### src/rtl/i2cs_pkg.sv
package i2cs_pkg;
  localparam int BYTE_BITS = 8;
  localparam int ADDR_BITS = 10;
  localparam int CNT_W     = $clog2(BYTE_BITS);

  typedef enum logic [2:0] {
    ST_IDLE,
    ST_SHIFT,
    ST_BYTE_END,
    ST_HOLD,
    ST_ACK
  } i2cs_state_e;

  typedef enum logic [1:0] {
    K_FIRST,
    K_LOWER,
    K_DATA
  } i2cs_kind_e;
endpackage

### src/rtl/i2cs_line_cond.sv
module i2cs_line_cond #(
  parameter int SYNC_STAGES = 2
) (
  input  logic clk,
  input  logic rst_n,
  input  logic scl_i,
  input  logic sda_i,
  output logic sda_s,
  output logic scl_rise,
  output logic scl_fall,
  output logic start_det,
  output logic stop_det
);
  localparam int LAST = SYNC_STAGES - 1;

  logic [SYNC_STAGES-1:0] scl_pipe, sda_pipe;
  logic scl_q, sda_q, scl_s;

  for (genvar g = 0; g < SYNC_STAGES; g++) begin : g_stage
    if (g == 0) begin : g_first
      always_ff @(posedge clk or negedge rst_n) begin
        if (!rst_n) begin
          scl_pipe[g] <= 1'b1;
          sda_pipe[g] <= 1'b1;
        end else begin
          scl_pipe[g] <= scl_i;
          sda_pipe[g] <= sda_i;
        end
      end
    end else begin : g_next
      always_ff @(posedge clk or negedge rst_n) begin
        if (!rst_n) begin
          scl_pipe[g] <= 1'b1;
          sda_pipe[g] <= 1'b1;
        end else begin
          scl_pipe[g] <= scl_pipe[g-1];
          sda_pipe[g] <= sda_pipe[g-1];
        end
      end
    end
  end

  assign scl_s = scl_pipe[LAST];
  assign sda_s = sda_pipe[LAST];

  always_ff @(posedge clk or negedge rst_n) begin
    if (!rst_n) begin
      scl_q <= 1'b1;
      sda_q <= 1'b1;
    end else begin
      scl_q <= scl_s;
      sda_q <= sda_s;
    end
  end

  assign scl_rise  = scl_s & ~scl_q;
  assign scl_fall  = ~scl_s & scl_q;
  assign start_det = scl_s & scl_q & sda_q & ~sda_s;
  assign stop_det  = scl_s & scl_q & ~sda_q & sda_s;
endmodule

### src/rtl/i2cs_addr_match.sv
module i2cs_addr_match
  import i2cs_pkg::*;
(
  input  logic [BYTE_BITS-1:0] byte_i,
  input  i2cs_kind_e           kind_i,
  input  logic                 ten_bit_en_i,
  input  logic                 gcall_en_i,
  input  logic [ADDR_BITS-1:0] own_addr_i,
  output logic                 accept_o,
  output logic                 upper_o
);
  logic gc_hit, seven_hit, ten_hit;

  assign gc_hit    = gcall_en_i && (byte_i == '0);
  assign seven_hit = !ten_bit_en_i && (byte_i[7:1] == own_addr_i[6:0]) && !byte_i[0];
  assign ten_hit   = ten_bit_en_i && (byte_i[7:3] == 5'b11110) &&
                     (byte_i[2:1] == own_addr_i[9:8]) && !byte_i[0];

  always_comb begin
    accept_o = 1'b0;
    upper_o  = 1'b0;
    unique case (kind_i)
      K_FIRST: begin
        accept_o = gc_hit || seven_hit || ten_hit;
        upper_o  = ten_hit && !gc_hit;
      end
      K_LOWER: accept_o = (byte_i == own_addr_i[7:0]);
      K_DATA:  accept_o = 1'b1;
      default: accept_o = 1'b0;
    endcase
  end
endmodule

### src/rtl/i2c_hold_slave.sv
module i2c_hold_slave
  import i2cs_pkg::*;
#(
  parameter int SYNC_STAGES = 2
) (
  input  logic                 clk,
  input  logic                 rst_n,
  input  logic                 scl_i,
  input  logic                 sda_i,
  output logic                 scl_drive_low_o,
  output logic                 sda_drive_low_o,
  input  logic                 addr_hold_en_i,
  input  logic                 data_hold_en_i,
  input  logic                 gcall_en_i,
  input  logic                 ten_bit_en_i,
  input  logic [ADDR_BITS-1:0] own_addr_i,
  input  logic                 ack_value_i,
  input  logic                 release_i,
  output logic [BYTE_BITS-1:0] rx_data_o,
  output logic                 rx_is_addr_o,
  output logic                 rx_valid_o,
  input  logic                 rx_ready_i,
  output logic                 ack_time_o,
  output logic                 start_o,
  output logic                 stop_o,
  output logic                 irq_o
);
  localparam logic [CNT_W-1:0] LAST_BIT = CNT_W'(BYTE_BITS - 1);

  logic sda_s, scl_rise, scl_fall, start_det, stop_det;
  logic m_accept, m_upper, hold_sel;
  logic [BYTE_BITS-1:0] byte_in;

  i2cs_state_e          state;
  i2cs_kind_e           kind, next_kind;
  logic [CNT_W-1:0]     bit_cnt;
  logic [BYTE_BITS-1:0] shreg;
  logic                 held_q, nack_q, sda_drv;

  i2cs_line_cond #(.SYNC_STAGES(SYNC_STAGES)) cond_i (
    .clk(clk), .rst_n(rst_n), .scl_i(scl_i), .sda_i(sda_i),
    .sda_s(sda_s), .scl_rise(scl_rise), .scl_fall(scl_fall),
    .start_det(start_det), .stop_det(stop_det)
  );

  assign byte_in = {shreg[BYTE_BITS-2:0], sda_s};

  i2cs_addr_match match_i (
    .byte_i(byte_in), .kind_i(kind), .ten_bit_en_i(ten_bit_en_i),
    .gcall_en_i(gcall_en_i), .own_addr_i(own_addr_i),
    .accept_o(m_accept), .upper_o(m_upper)
  );

  // hold choice depends on which kind of byte has just completed
  assign hold_sel = (kind == K_DATA) ? data_hold_en_i : addr_hold_en_i;

  always_ff @(posedge clk or negedge rst_n) begin
    if (!rst_n) begin
      state        <= ST_IDLE;
      kind         <= K_FIRST;
      next_kind    <= K_FIRST;
      bit_cnt      <= '0;
      shreg        <= '0;
      held_q       <= 1'b0;
      nack_q       <= 1'b0;
      sda_drv      <= 1'b0;
      rx_data_o    <= '0;
      rx_is_addr_o <= 1'b0;
      rx_valid_o   <= 1'b0;
      start_o      <= 1'b0;
      stop_o       <= 1'b0;
      irq_o        <= 1'b0;
    end else begin
      irq_o <= 1'b0;
      if (rx_valid_o && rx_ready_i) rx_valid_o <= 1'b0;

      if (start_det) begin
        state   <= ST_SHIFT;
        kind    <= K_FIRST;
        bit_cnt <= '0;
        sda_drv <= 1'b0;
        start_o <= 1'b1;
        stop_o  <= 1'b0;
      end else if (stop_det) begin
        state   <= ST_IDLE;
        sda_drv <= 1'b0;
        stop_o  <= 1'b1;
        start_o <= 1'b0;
      end else begin
        unique case (state)
          ST_SHIFT: if (scl_rise) begin
            shreg   <= byte_in;
            bit_cnt <= bit_cnt + 1'b1;
            if (bit_cnt == LAST_BIT) begin
              if (m_accept) begin
                rx_data_o    <= byte_in;
                rx_is_addr_o <= (kind != K_DATA);
                rx_valid_o   <= 1'b1;
                next_kind    <= m_upper ? K_LOWER : K_DATA;
                state        <= ST_BYTE_END;
              end else begin
                state <= ST_IDLE;
              end
            end
          end
          ST_BYTE_END: if (scl_fall) begin
            held_q <= hold_sel;
            if (hold_sel) begin
              state <= ST_HOLD;
              irq_o <= 1'b1;
            end else begin
              state   <= ST_ACK;
              nack_q  <= ack_value_i;
              sda_drv <= ~ack_value_i;
            end
          end
          ST_HOLD: if (release_i) begin
            state   <= ST_ACK;
            nack_q  <= ack_value_i;
            sda_drv <= ~ack_value_i;
          end
          ST_ACK: if (scl_fall) begin
            sda_drv <= 1'b0;
            bit_cnt <= '0;
            kind    <= next_kind;
            state   <= nack_q ? ST_IDLE : ST_SHIFT;
            if (!held_q) irq_o <= 1'b1;
          end
          default: ;
        endcase
      end
    end
  end

  assign scl_drive_low_o = (state == ST_HOLD);
  assign sda_drive_low_o = sda_drv;
  assign ack_time_o      = ((state == ST_HOLD) || (state == ST_ACK)) &&
                           (addr_hold_en_i || data_hold_en_i);
endmodule

### config.mk
export PLATFORM = sky130hd
export DESIGN_NAME = i2c_hold_slave
export DESIGN_NICKNAME = d
export VERILOG_FILES = /design/src/rtl/i2cs_pkg.sv /design/src/rtl/i2cs_line_cond.sv /design/src/rtl/i2cs_addr_match.sv /design/src/rtl/i2c_hold_slave.sv
export SDC_FILE = /design/constraint.sdc
export NUM_CORES = 1
export LEC_CHECK = 0
export ABC_AREA = 1
export CORE_ASPECT_RATIO = 0.6
export CORE_MARGIN = 2
export CORE_UTILIZATION = 50
export CTS_CLUSTER_DIAMETER = 50
export DETAILED_ROUTE_END_ITERATION = 8
export GPL_TIMING_DRIVEN = 0
export PLACE_DENSITY = 0.79
export SLEW_MARGIN = 0
export SYNTH_ARGS = -nofsm -noshare
export SYNTH_HDL_FRONTEND = slang
export SYNTH_SLANG_ARGS = --single-unit
### constraint.sdc
create_clock -name clk -period 2.15 [get_ports clk]
set_input_delay 0.645 -clock clk [delete_from_list [all_inputs] [get_ports clk]]
set_output_delay 0.645 -clock clk [all_outputs]
set_load 0.05 [all_outputs]
# After elaboration in Yosys (flattened, before gate mapping)
# Cells that the tools add are included.
# W data, S select, Z words.
[word_totals]
in_bits = 21
wordCells = 145
ff_bits = 39
[op_classes]
add_sub_neg = 1
n_eq_ne = 24
n_mux = 53
bitwise_logic = 14
n_reduce_logical = 33
[op_table]
columns = ["op", "n"]
rows = [
  ["$mux W3", 12],
  ["$mux W1", 29],
  ["$reduce_and A6 Y1", 3],
  ["$ne A4 B1 Y1 const B", 4],
  ["$mux W2", 6],
  ["$pmux W3 S4", 1],
  ["$reduce_and A4 Y1", 3],
  ["$logic_and A1 B1 Y1", 9],
  ["$eq A8 B8 Y1", 1],
  ["$logic_not A8 Y1", 1],
  ["$ne A4 B2 Y1 const B", 2],
  ["$reduce_bool A2 Y1", 4],
  ["$and A1 B1 Y1", 7],
  ["$eq A7 B7 Y1", 1],
  ["$not A1 Y1", 7],
  ["$eq A3 B2 Y1 const B", 2],
  ["$eq A3 B3 Y1 const B", 2],
  ["$ne A2 B1 Y1 const B", 3],
  ["$ne A3 B1 Y1 const B", 2],
  ["$pmux W1 S3", 2],
  ["$pmux W3 S2", 1],
  ["$reduce_bool A6 Y1", 1],
  ["$eq A5 B5 Y1 const B", 1],
  ["$reduce_and A5 Y1", 1],
  ["other kinds (13)", 20],
]

# Longest topological paths before layout
# Gate-level depths: netlist of the first run.
[depth]
word_depth = 12
mapped_depth = 13

# Cells and area by module
# A second synthesis of the first run with hierarchy kept.
[hier_totals]
cells_unflattened = 314
area_unflattened_um2 = 2293.4
[modules_own_cells]
columns = ["module", "area_each_um2", "seq_area_each_um2", "instances", "cells_per_inst"]
rows = [
  ["i2c_hold_slave", 1689.1, 825.8, 1, 194],
  ["i2cs_addr_match", 405.4, 0.0, 1, 103],
  ["i2cs_line_cond", 198.9, 157.7, 1, 17],
]

# Least setup slack after synthesis of the first run
# OpenSTA, ideal clock, no wires.
[synth_path]
path_kind = "reg2out"
from = "reg state[0]"
to = "out ack_time_o"
slack_ps = 24
t_required_ps = 1505
arrival_time_ps = 1481
path_stages_with_launch = 4
cell_sequence = "dfrtp_1 nand2_1 nor2_2 o22a_1"
[synth_via]
elab_chain_len = 3
elab_cells_between_ends = 4
cone_classes = "eq/ne: 2; reduce/logical: 2"
[synth_lines]
columns = ["item", "line_no", "rtl"]
rows = [
  ["start: declaration", "i2c_hold_slave.sv:34", "i2cs_state_e state;"],
  ["start signal: assignment", "i2c_hold_slave.sv:126", "state <= nack_q ? ST_IDLE : ST_SHIFT;"],
  ["$eq A3 B2 Y1", "-", ""],
  ["net scl_drive_low_o", "i2c_hold_slave.sv:10", "output logic scl_drive_low_o,"],
  ["$logic_or A1 B1 Y1", "i2c_hold_slave.sv:137", "assign ack_time_o = ((state == ST_HOLD) || (state == ST_ACK)) &&"],
  ["$logic_and A1 B1 Y1", "i2c_hold_slave.sv:137", ""],
  ["end: declaration", "i2c_hold_slave.sv:23", "output logic ack_time_o,"],
]
# The timed path passes the listed nets, and every way through them passes these cells.

# Final worst setup path of the first run
[layout_path]
from = "in addr_hold_en_i"
to = "out ack_time_o"
[layout_via]
elab_chain_len = 2
[layout_lines]
columns = ["item", "line_no", "rtl"]
rows = [
  ["start: declaration", "i2c_hold_slave.sv:12", "input logic addr_hold_en_i,"],
  ["$logic_or A1 B1 Y1", "i2c_hold_slave.sv:138", "(addr_hold_en_i || data_hold_en_i);"],
  ["$logic_and A1 B1 Y1", "i2c_hold_slave.sv:137", ""],
]
# No other way between the ends.

==> results of run 1 <==
==> what timing repair did <==
action                     in CTS  in global routing
setup endpoints to repair       2                  8
resized for setup               8                 10
hold buffers                    0                  0
gates cloned                    0                  0
==> stage by stage <==
stage | instances | setup slack (ps) | hold WS, ps | utilization (%) | setup TNS [ps]
detailed placement | 394 | -599 | 347 | 63.9 | -1130
global placement | 394 | -601 | 345 | 64.0 | -18020
floorplan | 298 | 23.7 | 345 | - | 0
finish | 402 | 29.4 | 357 | 66.2 | 0
global route | 402 | 2.80 | 363 | 66.2 | 0
CTS | 402 | 2.58 | 357 | 65.7 | 0
==> path summary, 6_finish.rpt <==
check                                             startpoint                        to  slack, ps  depth (start not counted)
min in group asynchronous                              rst_n  rx_data_o[3]$_DFFE_PN0P_        470                          1
worst max-delay path                          addr_hold_en_i                ack_time_o         30                          3
worst min-delay path            cond_i.sda_pipe[0]$_DFF_PN1_    cond_i.sda_s$_DFF_PN1_        360                          0
worst max register to register        cond_i.scl_s$_DFF_PN1_  rx_is_addr_o$_DFFE_PN0P_        490                          9
max in group asynchronous                              rst_n    bit_cnt[2]$_DFFE_PN0P_       1140                          1
worst min register to register  cond_i.sda_pipe[0]$_DFF_PN1_    cond_i.sda_s$_DFF_PN1_        360                          0
==> power by group through the flow <==
| stage | registers, mW | logic [mW] | clock network, mW |
|---|---|---|---|
| after floorplan | 0.955 | 0.596 | 0 |
| after global placement | 0.910 | 0.857 | 0 |
| after detailed placement | 0.914 | 0.882 | 0 |
| after CTS | 0.900 | 0.883 | 0.482 |
| after global routing | 0.914 | 1.01 | 0.513 |
| final | 0.902 | 0.898 | 0.467 |
==> state kept, by name, indices dropped and copies added (netlist names), 2 cells and up <==
signal	flops
state	3
rx_data_o	8
kind	2
next_kind	2
shreg	7
bit_cnt	3
==> layout make-up <==
type / instances / share of cell area, %
multi-input cells: 208 / 38.1
flip-flops and latches: 39 / 35.1
repair buffers: 36 / 13.2
inverters: 41 / 5.49
clock buffers: 7 / 2.72
well taps: 60 / 2.68
plain buffers: 10 / 2.59
clock inverters: 1 / 0.178
==> synthesized netlist by cell type, types with 3 or more instances <==
library cell | n | area share [%]
nand2_1 | 98 | 16
dfrtp_1 | 33 | 36
inv_1 | 25 | 4.1
nor2_1 | 19 | 3.1
nand3_1 | 16 | 3.5
inv_2 | 15 | 2.5
o21ai_0 | 15 | 3.3
nand2_2 | 14 | 3.9
nand4_1 | 13 | 3.6
buf_4 | 7 | 2.3
dfstp_2 | 6 | 6.9
nor2_2 | 4 | 1.1
xnor2_1 | 4 | 1.5
a21oi_1 | 3 | 0.66
==> cell families (layout without fill, tap and decap cells) <==
family	count (synthesis)	count (layout)	synth area share, %
AND/OR/NAND/NOR	175	175	36.8
buffers and inverters	51	95	9.96
flip-flops	39	39	43.3
AO/OA/AOI/OAI	26	26	6.93
XOR/XNOR	5	5	1.93
adder cells (fa/ha/maj)	2	2	1.10
==> per-layer routing <==
metal  vias up  track usage, %  share of wire [%]
met5         -               0                  0
li1       1022               -                  -
met1       929            33.1                 52
met4         0            3.90               0.46
met2        76            30.2                 40
met3         4            5.56                7.5
==> flow_summary_export.csv, run 1 <==
group,metric,value,unit
timing,fin_crit_sh,98.6,%
worst_hold_path,hp-class,"reg2reg",
power_and_ir_drop,p_total,2.27,mW
final_layout,insertedDiodeCount,0,
final_layout,drive_above_1_share,20.2,%
run_status,outcome,"finished, final reports clean",
routing,vias,2031,
clock_network,clk_latency,280,ps
yosys,syn_avg_cell_area,7.63,um2
clock_network,cts_sinks,39,
global_routing,grt_pass1_vias,1875,
clock_network,cts-root-buf,"clkbuf_8",
setup_path,crit_path_end_kind,"output pin",
setup_path,crit_family,"buffers and inverters",
power_and_ir_drop,power_density,809,nW/um2
setup_path,critPathMaxFanout,2,
routing,wirelength,5.00,mm
placement,gp_congestion,0.924,
power_and_ir_drop,p_seq_share,39.8,%
job,cap_violations,0,
floorplanning,start_util,53.7,%
yosys,synth_cells,298,
clock_network,htreeDepth,2,
power_and_ir_drop,leakage,1.55,nW
timing,period_needed,2120,ps
final_layout,multiInputGateArea,1070,um2
floorplanning,die_area,5120,um2
final_layout,area_growth,23.3,%
final_layout,nFillCells,403,
yosys,yosys_most_used_dff,"dfrtp_1",
yosys,synth_nets,321,
power_and_ir_drop,swShare,39.0,%
timing,slew_violations,0,
placement,place_area,2700,um2
timing,worst_pin_slew,854,ps
timing,max_slew_margin,43.1,%
final_layout,final_net_count,364,
routing,postRouteAntennaNets,0,
setup_path,start_kind,"input pin",
setup_path,crit_type,"in2out",
yosys,synth.yosys.warnings,0,
final_layout,regArea,983,um2
global_routing,track_usage,21.4,%
clock_network,path_clk_slew,70,ps
yosys,synth.distinct_cells,34,
clock_network,clockBufferDepth,2,
global_routing,grt_pass1_wl,8.76,mm
global_routing,grt_max_degree,40,
setup_path,slowest_stage,"clkdlybuf4s50_1",
yosys,ys_seq_elements,39,
clock_network,cts_buffers,5,
power_and_ir_drop,combPwrFrac,39.6,%
placement,hpwl,3.88,mm
final_layout,final_cell_mix,"nand2_1 (98), dfrtp_1 (33), clkdlybuf4s50_1 (26), inv_1 (25), nor2_1 (19)",
global_routing,antenna_found_initial,0,
global_routing,grt_overflow_total,0,
setup_path,path_buf_inv,2,
floorplanning,fp.coreArea,4230,um2
floorplanning,rows,18,
power_and_ir_drop,p_switching,885,uW
timing,finClkSkew,5.38,ps
setup_path,critical-path-max-stage-delay,430,ps
power_and_ir_drop,ir_worst_vdd,0.561,mV
placement,portBuffers,36,
yosys,synth_edf_count,0,
yosys,yosysSeqAreaShare,43.3,%
clock_network,tritoncts,"done",
setup_path,cp_cell_sequence,"clkdlybuf4s50_1 -> o22a_1 -> buf_6",
timing,max_freq,472,MHz
routing,firstDrtPassIters,5,
floorplanning,dieWidth,91.1,um
floorplanning,ios,37,
setup_path,required,1500,ps
yosys,synth-async-reset-ratio,100,%
floorplanning,die_h,56.2,um
timing,rsz0062_at_grt,"no",
yosys,syn_area,2270,um2
power_and_ir_drop,power.share.clock,20.6,%
final_layout,design_area,2800,um2
setup_path,crit_arrival,1480,ps
routing,drt_iter0_markers,184,
timing,hold_viol,0,
routing,drc,0,
routing,route.detailed.wl_per_inst,12.4,um
power_and_ir_drop,p_int,1.38,mW
routing,avgViaCountPerCell,5.05,
final_layout,layout_commonest_cell,"nand2_1",
clock_network,post-cts-setup-buffers,0,
timing,finalSetupViolations,0,
No activity file was read; power rests on OpenSTA's default activity.
==> run 2: changes to the inputs <==
--- a/config.mk
+++ b/config.mk
@@ -13,6 +13,7 @@
 export DETAILED_ROUTE_END_ITERATION = 8
 export GPL_TIMING_DRIVEN = 0
 export PLACE_DENSITY = 0.79
+export RECOVER_POWER = 100
 export SLEW_MARGIN = 0
 export SYNTH_ARGS = -nofsm -noshare
 export SYNTH_HDL_FRONTEND = slang
==> run 2 against run 1 <==
  * Register-to-register slack worse by 310 ps
  * Global-route usage stayed put
  * Highest routed layer unchanged
  * Largest power group unchanged
  * Hold slack better by 5.3 ps
  * Non-clock buffer count stayed put
  * Clock skew hardly changed
  * Count of clock-buffer cells in the layout stayed put
  * Largest cell class unchanged
==> flow_summary_export.csv, run 2 (synthesized netlist as in run 1, its figures left out) <==
group,metric,value,unit
placement,hpwl,3.88,mm
timing,finClkSkew,5.13,ps
global_routing,track_usage,21.4,%
placement,gp_congestion,0.924,
power_and_ir_drop,p_total,2.24,mW
final_layout,largestRegisters,"rx_data_o x8, shreg x7",
setup_path,start_kind,"input pin",
setup_path,critPathMaxFanout,2,
final_layout,largest_reg_flops,8,
power_and_ir_drop,power.share.clock,20.8,%
global_routing,grt_pass1_wl,8.76,mm
floorplanning,ios,37,
final_layout,nFillCells,417,
job,cap_violations,0,
timing,finalSetupViolations,0,
setup_path,crit_path_end_kind,"output pin",
placement,portBuffers,36,
timing,hold_slack,363,ps
power_and_ir_drop,p_int,1.37,mW
floorplanning,rows,18,
global_routing,grt_max_degree,40,
final_layout,drive_above_1_share,17.5,%
setup_path,crit_arrival,1480,ps
power_and_ir_drop,leakage,1.41,nW
clock_network,clockBufferDepth,2,
floorplanning,dieWidth,91.1,um
clock_network,htreeDepth,2,
clock_network,cts_sinks,39,
floorplanning,die_area,5120,um2
final_layout,final_cell_mix,"nand2_1 (99), dfrtp_1 (33), inv_1 (26), clkdlybuf4s50_1 (24), nor2_1 (20)",
setup_path,critical-path-max-stage-delay,430,ps
setup_path,required,1500,ps
timing,max_freq,471,MHz
routing,drc,0,
setup_path,slowest_stage,"clkdlybuf4s50_1",
global_routing,antenna_found_initial,0,
setup_path,crit_family,"buffers and inverters",
floorplanning,fp.coreArea,4230,um2
timing,fin_crit_sh,98.8,%
final_layout,layout_commonest_cell,"nand2_1",
global_routing,grt_overflow_total,0,
routing,drt_iter0_markers,175,
clock_network,tritoncts,"done",
clock_network,cts-root-buf,"clkbuf_8",
timing,slew_violations,0,
timing,rsz0062_at_grt,"no",
power_and_ir_drop,p_seq_share,40.1,%
setup_path,cp_cell_sequence,"clkdlybuf4s50_1 -> o22a_1 -> buf_6",
timing,max_slew_margin,35.9,%
routing,postRouteAntennaNets,0,
placement,post-place-ws,-599,ps
power_and_ir_drop,swShare,38.8,%
final_layout,area_growth,19.7,%
power_and_ir_drop,power_density,824,nW/um2
timing,worst_pin_slew,962,ps
final_layout,top_register,"rx_data_o",
routing,route.detailed.wl_per_inst,12.4,um
clock_network,clk_latency,280,ps
final_layout,final_net_count,364,
clock_network,post-cts-setup-buffers,0,
setup_path,path_buf_inv,2,
power_and_ir_drop,p_switching,871,uW
clock_network,postCtsHoldBufs,0,
routing,avgViaCountPerCell,5.01,
global_routing,grt_pass1_vias,1875,
setup_path,crit_type,"in2out",
routing,wirelength,5.00,mm
routing,vias,2013,
final_layout,insertedDiodeCount,0,
clock_network,path_clk_slew,70,ps
run_status,outcome,"finished, final reports clean",
timing,hold_viol,0,
floorplanning,start_util,53.7,%
timing,period_needed,2120,ps
worst_hold_path,hp-class,"reg2reg",
power_and_ir_drop,combPwrFrac,39.1,%
timing,setup_ws,25.3,ps
power_and_ir_drop,ir_worst_vdd,0.558,mV
clock_network,cts_buffers,5,
floorplanning,die_h,56.2,um
routing,firstDrtPassIters,5,
==> run 2: changes by cell type in the layout (fill, tap and decap cells not counted), sizes merged <==
| cell | delta |
|---|---|
| dlymetal6s2s | -6 |
| clkbuf | +8 |
| buf | -2 |
| clkinv | +1 |
| clkdlybuf4s50 | -2 |
| dlygate4sd3 | +2 |
| inv | -1 |
==> run 2: layer usage <==
metal  global-route usage (%)  share of wire (%)  vias to the layer above
met5                        0                  0                        -
met4                     3.90               0.52                        0
met3                     5.56                6.1                        6
met2                     30.2                 40                       64
met1                     33.1                 53                      918
li1                         -                  -                     1025
==> run 2: worst reg2reg max path, stage by stage (launching register included) <==
cell	delay [ps]
dfstp_1	680
inv_1	180
nand3_1	330
and2_0	270
o21ai_2	80
nand2_1	170
nor2_1	60
nand2_1	60
nand2_1	40
==> run 2: area by class of cell <==
type | instances | area [um2] | area share [%]
buffer | 10 | 70.1 | 2.57
clock buffer | 7 | 76.3 | 2.80
clock inverter | 1 | 5.00 | 0.184
inverter | 41 | 154 | 5.66
multi-input combinational | 208 | 1040 | 38.3
sequential | 39 | 983 | 36.1
tap | 60 | 75.1 | 2.76
timing repair buffer | 36 | 317 | 11.6
==> run 2: power by group through the flow <==
stage	Sequential [mW]	Clock (mW)	Combinational (mW)
after global placement	0.910	0	0.857
after floorplan	0.955	0	0.596
final	0.900	0.468	0.876
after global routing	0.911	0.513	0.986
after CTS	0.900	0.482	0.883
after detailed placement	0.914	0	0.882
==> run 2: per-stage QoR <==
| step | std cells | setup TNS, ps | area, um2 | utilization [%] |
|---|---|---|---|---|
| after floorplan | 298 | 0 | 2270 | - |
| after global placement | 394 | -18020 | 2710 | 64.0 |
| after detailed placement | 394 | -1130 | 2700 | 63.9 |
| after CTS | 402 | 0 | 2780 | 65.7 |
| after global routing | 402 | 0 | 2720 | 64.3 |
| final | 402 | 0 | 2720 | 64.3 |
==> run 2: worst paths after layout <==
kind | startpoint | endpoint | slack, ps | cells past startpoint
worst min-delay path | cond_i.sda_pipe[0]$_DFF_PN1_ | cond_i.sda_s$_DFF_PN1_ | 360 | 0
worst max register to register | cond_i.sda_s$_DFF_PN1_ | state[1]$_DFFE_PN0P_ | 180 | 8
min in group asynchronous | rst_n | rx_data_o[3]$_DFFE_PN0P_ | 500 | 1
worst min register to register | cond_i.sda_pipe[0]$_DFF_PN1_ | cond_i.sda_s$_DFF_PN1_ | 360 | 0
worst max-delay path | addr_hold_en_i | ack_time_o | 30 | 3
max in group asynchronous | rst_n | bit_cnt[2]$_DFFE_PN0P_ | 1050 | 1
==> run 2: timing repair <==
| action | in CTS | in global routing |
|---|---|---|
| gates resized for setup | 8 | 10 |
| endpoints found under the hold margin | 0 | 0 |
| endpoints found under the setup margin | 2 | 8 |
==> run 3: changes to the inputs <==
--- a/config.mk
+++ b/config.mk
@@ -11,9 +11,9 @@
 export CORE_UTILIZATION = 50
 export CTS_CLUSTER_DIAMETER = 50
 export DETAILED_ROUTE_END_ITERATION = 8
-export GPL_TIMING_DRIVEN = 0
 export PLACE_DENSITY = 0.79
 export RECOVER_POWER = 100
+export SETUP_SLACK_MARGIN = 0.1
 export SLEW_MARGIN = 0
 export SYNTH_ARGS = -nofsm -noshare
 export SYNTH_HDL_FRONTEND = slang
==> run 3 against run 2 <==
  * Critical path depth is 1 higher
  * Critical path type is now reg2out
  * Combinational power down 8.0%
  * Via count down 2.5%
  * Global-route usage is 0.93 points lower
  * Count of clock-buffer cells in the layout unchanged
  * Hold slack is essentially flat
  * Critical endpoint unchanged
==> flow_summary_export.csv, run 3 (synthesized netlist as in run 1, its figures left out) <==
group,metric,value,unit
routing,vias,1962,
floorplanning,fp.coreArea,4230,um2
timing,worst_pin_slew,971,ps
clock_network,cts_buffers,5,
setup_path,ff2ff_path_depth,9,
final_layout,top_register,"rx_data_o",
global_routing,grt_pass1_vias,1802,
clock_network,clk_latency,290,ps
final_layout,final_cell_count_no_fill,397,
clock_network,postCtsHoldBufs,0,
timing,max_slew_margin,35.2,%
clock_network,post-cts-setup-buffers,0,
routing,drc,0,
worst_hold_path,hold_end,"cond_i.scl_s$_DFF_PN1_",
routing,avgViaCountPerCell,4.94,
routing,route.detailed.wl_per_inst,12.3,um
clock_network,htreeDepth,2,
routing,wirelength,4.89,mm
setup_path,r2r_slack,260,ps
routing,firstDrtPassIters,5,
placement,place_area,2660,um2
setup_path,crit_path_end_kind,"output pin",
power_and_ir_drop,ir_worst_vdd,0.370,mV
timing,hold_slack,363,ps
final_layout,largest_reg_flops,8,
floorplanning,start_util,53.7,%
final_layout,final_net_count,359,
clock_network,tritoncts,"done",
setup_path,r2r-start,"cond_i.sda_s$_DFF_PN1_",
floorplanning,die_h,56.2,um
final_layout,postLayoutCoreUtil,63.4,%
timing,slew_violations,0,
placement,place_inst,389,
final_layout,area_growth,18.2,%
clock_network,cts-root-buf,"clkbuf_8",
worst_hold_path,min_path_cells,0,
setup_path,rr_endpoint,"state[1]$_DFFE_PN0P_",
final_layout,layout_commonest_cell,"nand2_1",
final_layout,design_area,2690,um2
routing,wl_met3,419,um
setup_path,crit_type,"reg2out",
routing,wl_met2,1.85,mm
routing,drt_iter0_markers,196,
timing,rsz0062_at_grt,"no",
setup_path,critPathMaxFanout,5,
final_layout,drive_above_1_share,16.3,%
timing,fin_crit_sh,92.2,%
timing,finClkSkew,5.49,ps
clock_network,cts_sinks,39,
final_layout,insertedDiodeCount,0,
global_routing,grt_max_degree,40,
global_routing,antenna_found_initial,0,
worst_hold_path,min_from,"cond_i.scl_pipe[0]$_DFF_PN1_",
setup_path,required,1500,ps
timing,max_freq,504,MHz
final_layout,final_cell_mix,"nand2_1 (104), dfrtp_1 (32), inv_1 (26), nor2_1 (19)",
setup_path,crit_arrival,1340,ps
timing,tns,0,ps
power_and_ir_drop,power_density,836,nW/um2
floorplanning,rows,18,
setup_path,start_kind,"register",
power_and_ir_drop,leakage,1.39,nW
floorplanning,die_area,5120,um2
job,cap_violations,0,
timing,finalSetupViolations,0,
placement,gp_congestion,0.919,
floorplanning,ios,37,
timing,hold_viol,0,
run_status,outcome,"finished, final reports clean",
placement,hpwl,3.70,mm
placement,portBuffers,36,
floorplanning,dieWidth,91.1,um
global_routing,grt_overflow_total,0,
routing,postRouteAntennaNets,0,
worst_hold_path,hp-class,"reg2reg",
global_routing,grt_pass1_wl,8.41,mm
final_layout,largestRegisters,"rx_data_o x8, shreg x7",
clock_network,clockBufferDepth,2,
global_routing,track_usage,20.5,%
routing,top_layer,"met4",
timing,period_needed,1980,ps
routing,wl_met1,2.60,mm
clock_network,path_clk_slew,70,ps
==> run 3: what timing repair did <==
item | 4_1_cts | 5_1_grt
resized for setup | 5 | 5
setup endpoints to repair | 4 | 1
hold endpoints to repair | 0 | 0
pin swaps | 1 | 0
==> run 3: worst max path at each step <==
| stage | start | endpoint | slack, ps |
|---|---|---|---|
| 2_1_floorplan | state[0]$_DFFE_PN0P_ | ack_time_o | 140 |
| 3_3_place_gp | addr_hold_en_i | ack_time_o | -2 |
| 3_5_place_dp | own_addr_i[3] | rx_data_o[4]$_DFFE_PN0P_ | -20 |
| 4_1_cts | state[0]$_DFFE_PN0P_ | ack_time_o | 60 |
| 5_1_grt | cond_i.sda_s$_DFF_PN1_ | state[1]$_DFFE_PN0P_ | 60 |
| 6_report | state[2]$_DFFE_PN0P_ | ack_time_o | 170 |
==> run 3: stage by stage <==
| stage | total power, mW | setup slack (ps) |
|---|---|---|
| after floorplan | 1.55 | 140 |
| after CTS | 2.25 | 59.5 |
| after detailed placement | 1.79 | -22.6 |
| after global placement | 1.76 | -2.21 |
| after global routing | 2.42 | 55.6 |
| final | 2.25 | 167 |
==> run 3: where the power goes <==
group          total (mW)  internal [mW]  leakage (nW)  switching, mW
registers           0.974          0.836         0.508          0.138
logic               0.806          0.298         0.837          0.508
clock network       0.466          0.228        0.0422          0.239
total                2.25           1.36          1.39          0.885
==> run 3: worst max-delay path, stage by stage (launching register included) <==
cell,delay (ps)
dfrtp_1,480
nand3_4,150
inv_2,60
o22a_2,210
buf_12,150
==> run 3: routing by layer <==
| layer | up-vias | global-route usage (%) |
|---|---|---|
| met5 | - | 0 |
| met4 | 0 | 4.98 |
| met3 | 2 | 4.74 |
| met2 | 76 | 27.7 |
| met1 | 881 | 32.4 |
| li1 | 1003 | - |
==> run 3: layout make-up <==
type | count | area, um2
well taps | 60 | 75.1
clock inverters | 1 | 5.00
inverters | 41 | 154
flip-flops and latches | 39 | 985
fillers | 387 | 1550
repair buffers | 41 | 332
clock buffers | 7 | 76.3
multi-input cells | 208 | 1060
